==> src/rtl/txr_pkg.sv <==
package txr_pkg;
  typedef enum logic [2:0] {
    S_IDLE, S_DREQ, S_DWAIT, S_BREQ, S_BWAIT, S_SEND, S_WB, S_ADV
  } txrState_t;

  typedef struct packed {
    logic startDesc;
    logic reqBuf;
    logic latchDesc;
    logic latchBuf;
    logic emitByte;
    logic setCause;
    logic advance;
  } txrStrobes_t;

  localparam logic [2:0] REG_BASE  = 3'd0;
  localparam logic [2:0] REG_LEN   = 3'd1;
  localparam logic [2:0] REG_HEAD  = 3'd2;
  localparam logic [2:0] REG_TAIL  = 3'd3;
  localparam logic [2:0] REG_CAUSE = 3'd4;

  localparam int BIT_EOP = 24;
  localparam int BIT_RS  = 27;
endpackage

==> src/rtl/txr_ctrl.sv <==
module txr_ctrl
  import txr_pkg::*;
(
  input  logic        clk,
  input  logic        rstN,
  input  logic        ringEmpty,
  input  logic        descIdxLast,
  input  logic        lenZero,
  input  logic        rsFlag,
  input  logic        lastByte,
  input  logic        wordDone,
  input  logic        memReqReady,
  input  logic        memRspValid,
  input  logic        memWrReady,
  input  logic        txReady,
  output logic        memReqValid,
  output logic        memWrValid,
  output logic        txValid,
  output txrStrobes_t strb
);
  txrState_t state, nextState;

  always_ff @(posedge clk) begin
    if (!rstN) state <= S_IDLE;
    else       state <= nextState;
  end

  always_comb begin
    nextState   = state;
    strb        = '0;
    memReqValid = 1'b0;
    memWrValid  = 1'b0;
    txValid     = 1'b0;
    unique case (state)
      S_IDLE: begin
        if (!ringEmpty) begin
          strb.startDesc = 1'b1;
          nextState      = S_DREQ;
        end
      end
      S_DREQ: begin
        memReqValid = 1'b1;
        if (memReqReady) nextState = S_DWAIT;
      end
      S_DWAIT: begin
        if (memRspValid) begin
          strb.latchDesc = 1'b1;
          if (!descIdxLast)  nextState = S_DREQ;
          else if (!lenZero) nextState = S_BREQ;
          else               nextState = rsFlag ? S_WB : S_ADV;
        end
      end
      S_BREQ: begin
        memReqValid = 1'b1;
        strb.reqBuf = 1'b1;
        if (memReqReady) nextState = S_BWAIT;
      end
      S_BWAIT: begin
        if (memRspValid) begin
          strb.latchBuf = 1'b1;
          nextState     = S_SEND;
        end
      end
      S_SEND: begin
        txValid = 1'b1;
        if (txReady) begin
          strb.emitByte = 1'b1;
          if (lastByte)      nextState = rsFlag ? S_WB : S_ADV;
          else if (wordDone) nextState = S_BREQ;
        end
      end
      S_WB: begin
        memWrValid = 1'b1;
        if (memWrReady) begin
          strb.setCause = 1'b1;
          nextState     = S_ADV;
        end
      end
      S_ADV: begin
        strb.advance = 1'b1;
        nextState    = S_IDLE;
      end
      default: nextState = S_IDLE;
    endcase
  end
endmodule

==> src/rtl/txr_dp.sv <==
module txr_dp
  import txr_pkg::*;
#(
  parameter int AW = 32,
  parameter int IW = 8,
  parameter int LW = 16
) (
  input  logic          clk,
  input  logic          rstN,
  input  txrStrobes_t   strb,
  input  logic          regWrEn,
  input  logic          regRdEn,
  input  logic [2:0]    regAddr,
  input  logic [31:0]   regWrData,
  output logic [31:0]   regRdData,
  input  logic [31:0]   memRspData,
  output logic [AW-1:0] memReqAddr,
  output logic [AW-1:0] memWrAddr,
  output logic [7:0]    txData,
  output logic          txLast,
  output logic          ringEmpty,
  output logic          descIdxLast,
  output logic          lenZero,
  output logic          rsFlag,
  output logic          lastByte,
  output logic          wordDone,
  output logic          irq,
  output logic [IW-1:0] headIdx,
  output logic [IW-1:0] ringLen
);
  localparam int DESC_SHIFT = 4;

  logic [AW-1:0] baseQ, bufPtr, descBase;
  logic [IW-1:0] headQ, tailQ, lenQ, headInc;
  logic [LW-1:0] remain;
  logic [31:0]   wordQ;
  logic [1:0]    descIdx, bytePos;
  logic          causeQ, eopQ, rsQ;

  assign descBase = baseQ + (AW'(headQ) << DESC_SHIFT);
  assign headInc  = headQ + 1'b1;

  always_ff @(posedge clk) begin
    if (!rstN) begin
      baseQ <= '0; lenQ <= '0; headQ <= '0; tailQ <= '0; causeQ <= 1'b0;
    end else begin
      if (regWrEn) begin
        case (regAddr)
          REG_BASE: baseQ <= {regWrData[AW-1:DESC_SHIFT], {DESC_SHIFT{1'b0}}};
          REG_LEN:  lenQ  <= regWrData[IW-1:0];
          REG_TAIL: tailQ <= regWrData[IW-1:0];
          default: ;
        endcase
      end
      if (strb.setCause)                              causeQ <= 1'b1;
      else if (regRdEn && regAddr == REG_CAUSE)       causeQ <= 1'b0;
      if (strb.advance) headQ <= (headInc == lenQ) ? '0 : headInc;
    end
  end

  always_ff @(posedge clk) begin
    if (!rstN) begin
      descIdx <= '0; bufPtr <= '0; remain <= '0; eopQ <= 1'b0; rsQ <= 1'b0;
      wordQ <= '0; bytePos <= '0;
    end else begin
      if (strb.startDesc) descIdx <= '0;
      if (strb.latchDesc) begin
        descIdx <= descIdx + 1'b1;
        case (descIdx)
          2'd0: bufPtr <= {memRspData[AW-1:2], 2'b00};
          2'd2: begin
            remain <= memRspData[LW-1:0];
            eopQ   <= memRspData[BIT_EOP];
            rsQ    <= memRspData[BIT_RS];
          end
          default: ;
        endcase
      end
      if (strb.latchBuf) begin
        wordQ   <= memRspData;
        bytePos <= '0;
        bufPtr  <= bufPtr + AW'(4);
      end
      if (strb.emitByte) begin
        remain  <= remain - 1'b1;
        bytePos <= bytePos + 1'b1;
      end
    end
  end

  always_comb begin
    case (regAddr)
      REG_BASE:  regRdData = 32'(baseQ);
      REG_LEN:   regRdData = 32'(lenQ);
      REG_HEAD:  regRdData = 32'(headQ);
      REG_TAIL:  regRdData = 32'(tailQ);
      REG_CAUSE: regRdData = {31'd0, causeQ};
      default:   regRdData = '0;
    endcase
  end

  assign memReqAddr  = strb.reqBuf ? bufPtr : descBase + (AW'(descIdx) << 2);
  assign memWrAddr   = descBase + AW'(12);
  assign txData      = wordQ[8*bytePos +: 8];
  assign txLast      = eopQ && (remain == LW'(1));
  assign ringEmpty   = (headQ == tailQ);
  assign descIdxLast = (descIdx == 2'd3);
  assign lenZero     = (remain == '0);
  assign rsFlag      = rsQ;
  assign lastByte    = (remain == LW'(1));
  assign wordDone    = (bytePos == 2'd3);
  assign irq         = causeQ;
  assign headIdx     = headQ;
  assign ringLen     = lenQ;
endmodule

==> src/rtl/txr_engine.sv <==
module txr_engine
  import txr_pkg::*;
#(
  parameter int AW = 32,
  parameter int IW = 8,
  parameter int LW = 16
) (
  input  logic          clk,
  input  logic          rstN,
  input  logic          regWrEn,
  input  logic          regRdEn,
  input  logic [2:0]    regAddr,
  input  logic [31:0]   regWrData,
  output logic [31:0]   regRdData,
  output logic          memReqValid,
  input  logic          memReqReady,
  output logic [AW-1:0] memReqAddr,
  input  logic          memRspValid,
  input  logic [31:0]   memRspData,
  output logic          memWrValid,
  input  logic          memWrReady,
  output logic [AW-1:0] memWrAddr,
  output logic [31:0]   memWrData,
  output logic [3:0]    memWrMask,
  output logic          txValid,
  input  logic          txReady,
  output logic [7:0]    txData,
  output logic          txLast,
  output logic          irq
);
  txrStrobes_t   strb;
  logic          ringEmpty, descIdxLast, lenZero, rsFlag, lastByte, wordDone;
  logic [IW-1:0] headIdx, ringLen;

  assign memWrData = 32'h0000_0001;
  assign memWrMask = 4'b0001;

  txr_ctrl u_ctrl (
    .clk(clk), .rstN(rstN), .ringEmpty(ringEmpty), .descIdxLast(descIdxLast),
    .lenZero(lenZero), .rsFlag(rsFlag), .lastByte(lastByte), .wordDone(wordDone),
    .memReqReady(memReqReady), .memRspValid(memRspValid), .memWrReady(memWrReady),
    .txReady(txReady), .memReqValid(memReqValid), .memWrValid(memWrValid),
    .txValid(txValid), .strb(strb)
  );

  txr_dp #(.AW(AW), .IW(IW), .LW(LW)) u_dp (
    .clk(clk), .rstN(rstN), .strb(strb), .regWrEn(regWrEn), .regRdEn(regRdEn),
    .regAddr(regAddr), .regWrData(regWrData), .regRdData(regRdData),
    .memRspData(memRspData), .memReqAddr(memReqAddr), .memWrAddr(memWrAddr),
    .txData(txData), .txLast(txLast), .ringEmpty(ringEmpty),
    .descIdxLast(descIdxLast), .lenZero(lenZero), .rsFlag(rsFlag),
    .lastByte(lastByte), .wordDone(wordDone), .irq(irq),
    .headIdx(headIdx), .ringLen(ringLen)
  );
endmodule

==> config.mk <==
export PLATFORM = sky130hd
export DESIGN_NAME = txr_engine
export DESIGN_NICKNAME = d
export VERILOG_FILES = /design/src/rtl/txr_pkg.sv /design/src/rtl/txr_ctrl.sv /design/src/rtl/txr_dp.sv /design/src/rtl/txr_engine.sv
export SDC_FILE = /design/constraint.sdc
export NUM_CORES = 1
export LEC_CHECK = 0
export CAP_MARGIN = 20
export CORE_MARGIN = 1
export CORE_UTILIZATION = 34
export CTS_BUF_LIST = sky130_fd_sc_hd__clkbuf_4 sky130_fd_sc_hd__clkbuf_8
export CTS_CLUSTER_DIAMETER = 50
export DETAILED_ROUTE_END_ITERATION = 12
export PLACE_DENSITY = 0.61
export SLEW_MARGIN = 40
export SYNTH_ARGS = -nofsm -noshare
export SYNTH_HDL_FRONTEND = slang
export SYNTH_SLANG_ARGS = --single-unit
==> constraint.sdc <==
create_clock -name clk -period 7.1 [get_ports clk]
set_clock_uncertainty 0.2 [all_clocks]
set_input_delay 1.42 -clock clk [delete_from_list [all_inputs] [get_ports clk]]
set_output_delay 1.42 -clock clk [all_outputs]
set_load 0.05 [all_outputs]
==> run metrics, run 1 <==
Syn Inst Count 1101; worst setup path category register to primary output; clock share of power 30.9%; Final setup viols 0; layout cells sized above 1 7.791%; initial core utilization 34.87%; setup repair bufs after CTS 0; GRT Util Overall 21.26%; gr busiest metal met2; Inst Count DP 1537; r2r endpoint u_dp.bufPtr[24]$_SDFFE_PN0P_; launching point of the worst reg2reg path u_ctrl.state[2]$_SDFFE_PN0P_; Worst-path clk slew 0.10 ns; min-delay worst type register to register; power per standard cell area 196.4 nW/um^2; DR vias/cell 5.263; pre-CTS WS 1.775 ns; Placer Congestion 0.8765; clk buf depth 2; initial antenna violation count 0; Critical Path Sink memReqAddr[28]; CTS tree done; Buffers on Ports 177; Ys Warns 0; CTS root buf clkbuf_8; row count 57; fin area 10760 um^2; largest net degree at the start of global routing 60; Sw Ratio 37.14%; Worst Setup SP u_dp.headIdx[0]$_SDFFE_PN0N_; combinational share of power 25.4%; fin util 43.97%; Yosys top cell by area dfxtp_1; Slew Viols, Final 0; NetSw 784.4 uW; drt wl/cell 17.57 um; nets@finish 1325; Post-Route WL 27570 um; status completed; CTS sink count 140; Fill cells 2483; slew margin rel. 44.80%; # diodes 0; Internal 1.328 mW; minimum clock period 5.694 ns; top_reg_cell synth dfxtp_1; synthesis-to-layout area growth 26.10%; cts hold-fix bufs 0; first-pass GRT wire length 43270 um; ratio of final minimum period to clock period 80.19%; # resized after CTS 0; vias in the first global route 7653; mean cell area of the mapped netlist 7.747 um^2; Skew-Pair Late Insertion Delay 0.44 ns; Critical Path Sink Type primary output; drt drc 0; VDD IR max 0.00009021 V; max frequency 175.6 MHz; area of the mapped netlist 8529 um^2; WP data arrival 4.07 ns; routed via count 8258; top cell type's share of synthesized area 32.86%; DP Wirelength 20220 um; Cell variety after synth 68; FF+latch count, synth 140; actual slew at the worst max-slew pin 0.8231 ns; worst path required time 5.48 ns; Design Power 2.112 mW; met1 Track Usage GR 29.06%; EDFF count, synth 0; DIE WIDTH 160.4 um; Reg2Reg Depth 6; Final Hold Vio Count 0; first drt pass iteration count 5; met3 usage 4.855%; critical path fanouts, max 11; Die Y-Extent 160.4 um; FFs w/ async S/R, synth 0%; CTS buffer count 17; WHS 0.2577 ns; Synth area leaders dfxtp_1 33%, nand2_1 9.9%, a21oi_1 7.8%; area of the die 25720 um^2; R2R setup slack 3.53 ns; I/O Pins 220; Flop pwr share 43.7%; placeable core area 24460 um^2; DRC marker count from the first detailed-route iteration 573; Max Cap Viol 0; setup TNS 0 ns; gr ovfl total 0; static leakage 3.853 nW; CTS H-Tree Depth 4; met2 Track Usage GR 33.51%; commonest non-fill, non-tap cell in the layout nand2_1; unrepaired setup endpoints after global routing no; Routed Antenna Nets 0; critical path launch point type register; Finished Layout Cells 1569; Post-DP Area 10350 um^2; most frequent cells in the layout 223 x nand2_1, 177 x clkdlybuf4s50_1, 140 x dfxtp_1; Setup WS post-layout 1.406 ns; register area share after synthesis 32.86%
sequential cells by signal, summed over array words and instances, names as in the netlist:
register / flops
u_dp.wordQ: 32
u_dp.bufPtr: 30
u_dp.baseQ: 28
u_dp.remain: 16
u_dp.headIdx: 8
u_dp.ringLen: 8
u_dp.tailQ: 8
u_ctrl.state: 3
u_dp.bytePos: 2
u_dp.descIdx: 2
u_dp.eopQ: 1
u_dp.irq: 1
u_dp.rsFlag: 1
worst min path at each step:
stage / slack, ns / from / depth (start not counted) / to
after floorplan: 0.23 / u_dp.wordQ[16]$_SDFFE_PN0P_ / 2 / u_dp.wordQ[16]$_SDFFE_PN0P_
after global placement: 0.24 / u_dp.wordQ[27]$_SDFFE_PN0P_ / 2 / u_dp.wordQ[27]$_SDFFE_PN0P_
after detailed placement: 0.25 / u_dp.wordQ[29]$_SDFFE_PN0P_ / 2 / u_dp.wordQ[29]$_SDFFE_PN0P_
after CTS: 0.26 / u_dp.wordQ[29]$_SDFFE_PN0P_ / 2 / u_dp.wordQ[29]$_SDFFE_PN0P_
after global routing: 0.27 / u_dp.wordQ[31]$_SDFFE_PN0P_ / 2 / u_dp.wordQ[31]$_SDFFE_PN0P_
final: 0.26 / u_dp.wordQ[12]$_SDFFE_PN0P_ / 2 / u_dp.wordQ[12]$_SDFFE_PN0P_
worst max-delay path, cell delays in order, from the launching register on:
cell             delay, ns
dfxtp_1               0.56
ha_1                  0.26
inv_1                 0.06
fa_1                  0.40
nor2b_1               0.13
o21ai_0               0.14
a21o_1                0.32
a2111oi_0             0.53
xor2_1                0.23
mux2_2                0.19
clkdlybuf4s50_1       0.80
Yosys cell counts, drive strengths merged, types with 6 or more instances:
cell,instances
or3,11
mux4,12
inv,19
xor2,23
a31oi,19
clkbuf,61
o21ai,29
a21oi,133
ha,17
a21o,6
nand3,37
dfxtp,140
nor3,15
and3,10
nor2b,12
mux2,24
nand4,15
o211ai,13
buf,51
and2,35
nand2,225
a211oi,8
nor2,58
mux2i,13
or4,8
xnor2,22
a22oi,8
nor4,9
power by group through the flow:
stage | Clock (mW) | Sequential (mW) | Combinational [mW]
floorplan | 0 | 0.893 | 0.423
global placement | 0 | 0.939 | 0.532
detailed placement | 0 | 0.940 | 0.536
CTS | 0.666 | 0.922 | 0.538
global route | 0.701 | 0.934 | 0.582
finish | 0.652 | 0.923 | 0.537
kinds of logic (layout without fill, tap and decap cells):
logic type / Yosys count / in the layout / synth area share [%]
AOI/OAI and AO/OA: 255 / 255 / 18.04
other: 2 / 42 / 0.08805
and+or+nand+nor: 461 / 461 / 26.04
DFF: 140 / 140 / 32.86
adders and majority gates: 18 / 18 / 2.728
buffers and inverters: 131 / 235 / 7.760
muxes: 49 / 49 / 7.863
xor gates and xnor gates: 45 / 45 / 4.621
per-layer routing:
layer | vias to the layer above | part of all wire (%)
met5 | - | 0
met4 | 0 | 1.3
met3 | 24 | 6.0
met1 | 3897 | 47
met2 | 279 | 46
li1 | 4058 | -
final cells by class:
type / instances / area, um^2 / share of cell area (%)
multi-input combinational: 870 / 5255 / 48.86
sequential: 140 / 2803 / 26.06
timing repair buffer: 184 / 1824 / 16.96
tap: 324 / 405.4 / 3.769
inverter: 19 / 76.32 / 0.7096
clock buffer: 17 / 234.0 / 2.175
clock inverter: 15 / 157.7 / 1.466
No activity file was read; power rests on OpenSTA's default activity.
==> inputs of run 2 (changes only) <==
Clock period 7.1 ns to 5.7 ns, I/O delays scaled along.
==> run metrics, run 2 (same netlist as run 1, synthesis figures left out) <==
Max Cap Viol 0 (unchanged); first-pass GRT wire length 43470 um (+0.46%); routed via count 8303 (+0.54%); Slew Viols, Final 0 (unchanged); clk buf depth 2 (unchanged); Design Power 2.672 mW (+27%); delay-heaviest family, CP compound AO/OA/AOI/OAI gates; pre-CTS WS 0.7290 ns (-1.046 ns); setup repair bufs after CTS 0 (unchanged); CP peak stage delay 0.80 ns (about the same); Placer Congestion 0.8807 (+0.48%); VDD IR max 0.0001106 V (+23%); Setup WS post-layout 0.2286 ns (-1.178 ns); gr ovfl total 0 (unchanged); Post-DP Area 10380 um^2 (+0.27%); layout cells sized above 1 8.080% (+0.29 points); status completed; worst setup path category register to primary output; # diodes 0 (unchanged); CP max stage cell clkdlybuf4s50_1; met1 Track Usage GR 28.79% (-0.27 points); min-delay worst type register to register; gr busiest metal met2; ratio of final minimum period to clock period 95.99%; fin area 10810 um^2 (+0.54%); actual slew at the worst max-slew pin 0.7713 ns (-0.05180 ns); slew margin rel. 48.45% (+3.7 points); Die Y-Extent 160.4 um (unchanged); critical path fanouts, max 11 (unchanged); DR vias/cell 5.275 (+0.23%); synthesis-to-layout area growth 26.77%; CTS buffer count 17 (unchanged); max frequency 182.8 MHz; met2 Track Usage GR 34.28% (+0.77 points); minimum clock period 5.471 ns; power per standard cell area 247.1 nW/um^2 (+26%); Skew-Pair Late Insertion Delay 0.47 ns (+0.03 ns); initial antenna violation count 0 (unchanged); commonest non-fill, non-tap cell in the layout nand2_1; initial core utilization 34.87% (unchanged); row count 57 (unchanged); static leakage 3.898 nW (+1.2%); first drt pass iteration count 5 (unchanged); Post-Route WL 27750 um (+0.65%); worst path required time 4.36 ns (-1.12 ns); DIE WIDTH 160.4 um (unchanged); # resized after CTS 0 (unchanged); setup TNS 0 ns (unchanged); vias in the first global route 7692 (+0.51%); largest net degree at the start of global routing 81 (+35%); Reg with most FFs u_dp.wordQ; nets@finish 1330 (+0.38%); critical path launch point type register; DRC marker count from the first detailed-route iteration 606 (+5.8%); drt drc 0 (unchanged); CTS tree done; Buffers on Ports 177 (unchanged); crit-path cells ha_1 > inv_1 > fa_1 > nor2b_1 > o21ai_0 > a21o_1 > a2111oi_0 > xor2_1 > mux2_2 > clkdlybuf4s50_1; Final Hold Vio Count 0 (unchanged); CTS root buf clkbuf_8; CTS sink count 140 (unchanged); DP Wirelength 20290 um (+0.35%); cts hold-fix bufs 0 (unchanged); GRT Util Overall 21.43% (+0.17 points); crit path buf inv count 2 (unchanged); Critical Path Sink Type primary output; I/O Pins 220 (unchanged); Worst-path clk slew 0.08 ns (-0.02 ns); Routed Antenna Nets 0 (unchanged); max reg flops 32 (unchanged); most frequent cells in the layout 223 x nand2_1, 177 x clkdlybuf4s50_1, 140 x dfxtp_1; top flop regs u_dp.wordQ: 32 flops, u_dp.bufPtr: 30 flops, u_dp.baseQ: 28 flops; Final setup viols 0 (unchanged); placeable core area 24460 um^2 (unchanged); area of the die 25720 um^2 (unchanged); met3 usage 4.804% (-0.052 points); drt wl/cell 17.63 um (+0.33%); CTS H-Tree Depth 4 (unchanged); WP data arrival 4.13 ns (+0.06 ns); unrepaired setup endpoints after global routing no
==> run 2: layout make-up <==
type | count | area, um^2
well taps | 324 | 405.4
multi-input cells | 870 | 5258
repair buffers | 189 | 1866
clock inverters | 14 | 161.4
clock buffers | 18 | 247.7
inverters | 19 | 72.57
flip-flops and latches | 140 | 2803
fillers | 2513 | 13650
==> run 2: final timing paths <==
kind / startpoint / slack, ns / depth (start not counted) / endpoint
worst max-delay path: u_dp.headIdx[0]$_SDFFE_PN0N_ / 0.23 / 10 / memReqAddr[26]
worst max register to register: u_ctrl.state[2]$_SDFFE_PN0P_ / 2.55 / 7 / u_dp.bufPtr[26]$_SDFFE_PN0P_
worst min-delay path: u_dp.wordQ[24]$_SDFFE_PN0P_ / 0.26 / 2 / u_dp.wordQ[24]$_SDFFE_PN0P_
worst min register to register: u_dp.wordQ[24]$_SDFFE_PN0P_ / 0.26 / 2 / u_dp.wordQ[24]$_SDFFE_PN0P_
==> run 2: where the power goes <==
| group | leakage (nW) | switching, mW | total [mW] | internal, mW |
|---|---|---|---|---|
| Sequential | 1.13 | 0.104 | 1.15 | 1.04 |
| Clock | 0.203 | 0.439 | 0.850 | 0.410 |
| Combinational | 2.56 | 0.423 | 0.674 | 0.250 |
| Total | 3.90 | 0.966 | 2.67 | 1.71 |
==> run 2: through the flow <==
stage | util [%] | hold WS, ns | cells
2_1_floorplan | - | 0.2331 | 1141
3_3_place_gp | 42.42 | 0.2389 | 1542
3_5_place_dp | 42.44 | 0.2458 | 1542
4_1_cts | 44.11 | 0.2576 | 1574
5_1_grt | 44.20 | 0.2813 | 1574
6_report | 44.20 | 0.2569 | 1574
==> run 2: worst register-to-register path: cells and delay by family, from the launching register on <==
family          cells  cell delay (ns)
simple gates        5             1.65
compound gates      1             0.18
buf+inv             1             0.31
flops               1             0.75
==> run 2: routing by layer <==
| layer | vias to the layer above | wire length [um] |
|---|---|---|
| li1 | 4055 | - |
| met1 | 3943 | 12740 |
| met2 | 277 | 12820 |
| met3 | 28 | 1767 |
| met4 | 0 | 425 |
| met5 | - | 0 |
==> inputs of run 3 (changes only) <==
Settings changed: RECOVER_POWER set to 25.
==> run metrics, run 3 (same netlist as run 1, synthesis figures left out) <==
CTS buffer count 17 (unchanged); worst setup path category register to primary output; clk buf depth 2 (unchanged); max frequency 182.7 MHz (about the same); CP max stage cell clkdlybuf4s50_1; first-pass GRT wire length 43470 um (unchanged); DP Wirelength 20290 um (unchanged); critical path fanouts, max 11 (unchanged); ratio of final minimum period to clock period 96.03% (about the same); routed via count 8313 (+0.12%); static leakage 3.883 nW (-0.38%); synthesis-to-layout area growth 26.60%; setup repair bufs after CTS 0 (unchanged); R2R setup slack 1.56 ns (-0.99 ns); Routed Antenna Nets 0 (unchanged); Die Y-Extent 160.4 um (unchanged); cts hold-fix bufs 0 (unchanged); r2r endpoint u_dp.bufPtr[21]$_SDFFE_PN0P_; initial antenna violation count 0 (unchanged); Max Cap Viol 3 (+3); Critical Path Sink Type primary output; hold_sp u_dp.wordQ[24]$_SDFFE_PN0P_; gr ovfl total 0 (unchanged); initial core utilization 34.87% (unchanged); slew margin rel. -151.7% (-200 points); first drt pass iteration count 6 (+1); worst path required time 4.36 ns (about the same); worst hold stages 2 (unchanged); # resized after CTS 0 (unchanged); Multi-input gate area 5258 um^2 (unchanged); actual slew at the worst max-slew pin 3.775 ns (+3.004 ns); top flop regs u_dp.wordQ: 32 flops, u_dp.bufPtr: 30 flops, u_dp.baseQ: 28 flops; NetSw 966.6 uW (about the same); layout cells sized above 1 7.840% (-0.24 points); min-delay worst type register to register; WP data arrival 4.13 ns (about the same); vias in the first global route 7692 (unchanged); Skew-Pair Late Insertion Delay 0.47 ns (about the same); I/O Pins 220 (unchanged); placeable core area 24460 um^2 (unchanged); most frequent cells in the layout 223 x nand2_1, 175 x clkdlybuf4s50_1, 140 x dfxtp_1; Flop pwr share 43.0% (about the same); clock share of power 31.8% (about the same); largest net degree at the start of global routing 81 (unchanged); area of the die 25720 um^2 (unchanged); Buffers on Ports 177 (unchanged); DR vias/cell 5.281 (+0.12%); sequential cell area 2803 um^2 (unchanged); commonest non-fill, non-tap cell in the layout nand2_1; status complete, but fails checks; CTS sink count 140 (unchanged); GRT Util Overall 21.43% (unchanged); failing checks max-capacitance violations, max-slew violations; crit-path cells ha_1 > inv_1 > fa_1 > nor2b_1 > o21ai_0 > a21o_1 > a2111oi_0 > xor2_1 > mux2_2 > clkdlybuf4s50_1; critical path launch point type register; launching point of the worst reg2reg path u_ctrl.state[1]$_SDFFE_PN0P_; Final setup viols 0 (unchanged); Slew Viols, Final 180 (+180); CTS tree done; Placer Congestion 0.8807 (unchanged); Fill cells 2514 (+0.040%); drt wl/cell 17.61 um (-0.12%); CP peak stage delay 0.80 ns (about the same); Reg2Reg Depth 8 (+1); nets@finish 1330 (unchanged); Internal 1.705 mW (about the same); unrepaired setup endpoints after global routing no; VDD IR max 0.0001108 V (+0.20%); Post-Route WL 27720 um (-0.12%); DIE WIDTH 160.4 um (unchanged); setup TNS 0 ns (unchanged); Sw Ratio 36.18% (about the same); combinational share of power 25.2% (about the same); fin util 44.14% (-0.061 points); # diodes 0 (unchanged); Design Power 2.672 mW (about the same); WHS Endpoint u_dp.wordQ[24]$_SDFFE_PN0P_; WHS 0.2569 ns (+0.000001000 ns); Final Hold Vio Count 0 (unchanged); minimum clock period 5.474 ns (+0.002212 ns); row count 57 (unchanged); DRC marker count from the first detailed-route iteration 607 (+0.17%); max reg flops 32 (unchanged); power per standard cell area 247.4 nW/um^2 (+0.13%); Worst-path clk slew 0.08 ns (about the same); Reg with most FFs u_dp.wordQ; CTS root buf clkbuf_8; CTS H-Tree Depth 4 (unchanged); drt drc 0 (unchanged)
[run 3: changes by cell type in the layout (fill, tap and decap cells not counted)]
cell	before	now
buf_4	11	9
buf_6	1	0
clkbuf_1	0	3
clkdlybuf4s50_1	177	175
clkinv_2	2	1
clkinvlp_2	0	1
dlygate4sd3_1	0	2
[run 3: how the worst max path moves through the flow]
stage	from	endpoint	slack (ns)	depth (start not counted)
2_1_floorplan	u_dp.headIdx[1]$_SDFFE_PN0N_	memReqAddr[26]	1.03	9
3_3_place_gp	u_dp.headIdx[0]$_SDFFE_PN0N_	memReqAddr[28]	0.85	10
3_5_place_dp	u_dp.headIdx[0]$_SDFFE_PN0N_	memReqAddr[26]	0.73	10
6_report	u_dp.headIdx[0]$_SDFFE_PN0N_	memReqAddr[26]	0.23	10
5_1_grt	u_dp.headIdx[0]$_SDFFE_PN0N_	memReqAddr[26]	0.05	10
4_1_cts	u_dp.headIdx[0]$_SDFFE_PN0N_	memReqAddr[26]	0.20	10
[run 3: area by class of cell]
class	count	share of cell area, %
sequential	140	25.96
clock inverter	14	1.495
timing repair buffer	189	17.14
inverter	19	0.6721
tap	324	3.754
clock buffer	18	2.294
multi-input combinational	870	48.69
[run 3: power by group through the flow]
stage | clock, mW | combinational, mW | sequential [mW]
6_report | 0.850 | 0.672 | 1.15
4_1_cts | 0.866 | 0.672 | 1.15
3_3_place_gp | 0 | 0.665 | 1.17
2_1_floorplan | 0 | 0.527 | 1.11
5_1_grt | 0.907 | 0.728 | 1.16
3_5_place_dp | 0 | 0.670 | 1.17
[run 3: per-layer routing]
| layer | routed length, um | vias to the layer above | global-route usage [%] |
|---|---|---|---|
| met5 | 0 | - | 0 |
| met4 | 425 | 0 | 6.061 |
| met3 | 1807 | 28 | 4.804 |
| met2 | 12830 | 288 | 34.28 |
| met1 | 12660 | 3941 | 28.79 |
| li1 | - | 4056 | - |
[run 3: through the flow]
step | std cells | setup slack, ns | cell area, um^2
after floorplan | 1141 | 1.030 | 8680
after global placement | 1542 | 0.8539 | 10380
after detailed placement | 1542 | 0.7290 | 10380
after CTS | 1574 | 0.1991 | 10790
after global routing | 1574 | 0.05197 | 10800
final | 1574 | 0.2264 | 10800
[run 3: worst max-delay path: cells and delay by family, from the launching register on]
family          cells  cell delay (ns)
compound gates      3             1.02
simple gates        1             0.12
flops               1             0.56
buf+inv             2             0.87
fa+ha+maj           2             0.67
xor+xnor            1             0.24
mux                 1             0.19
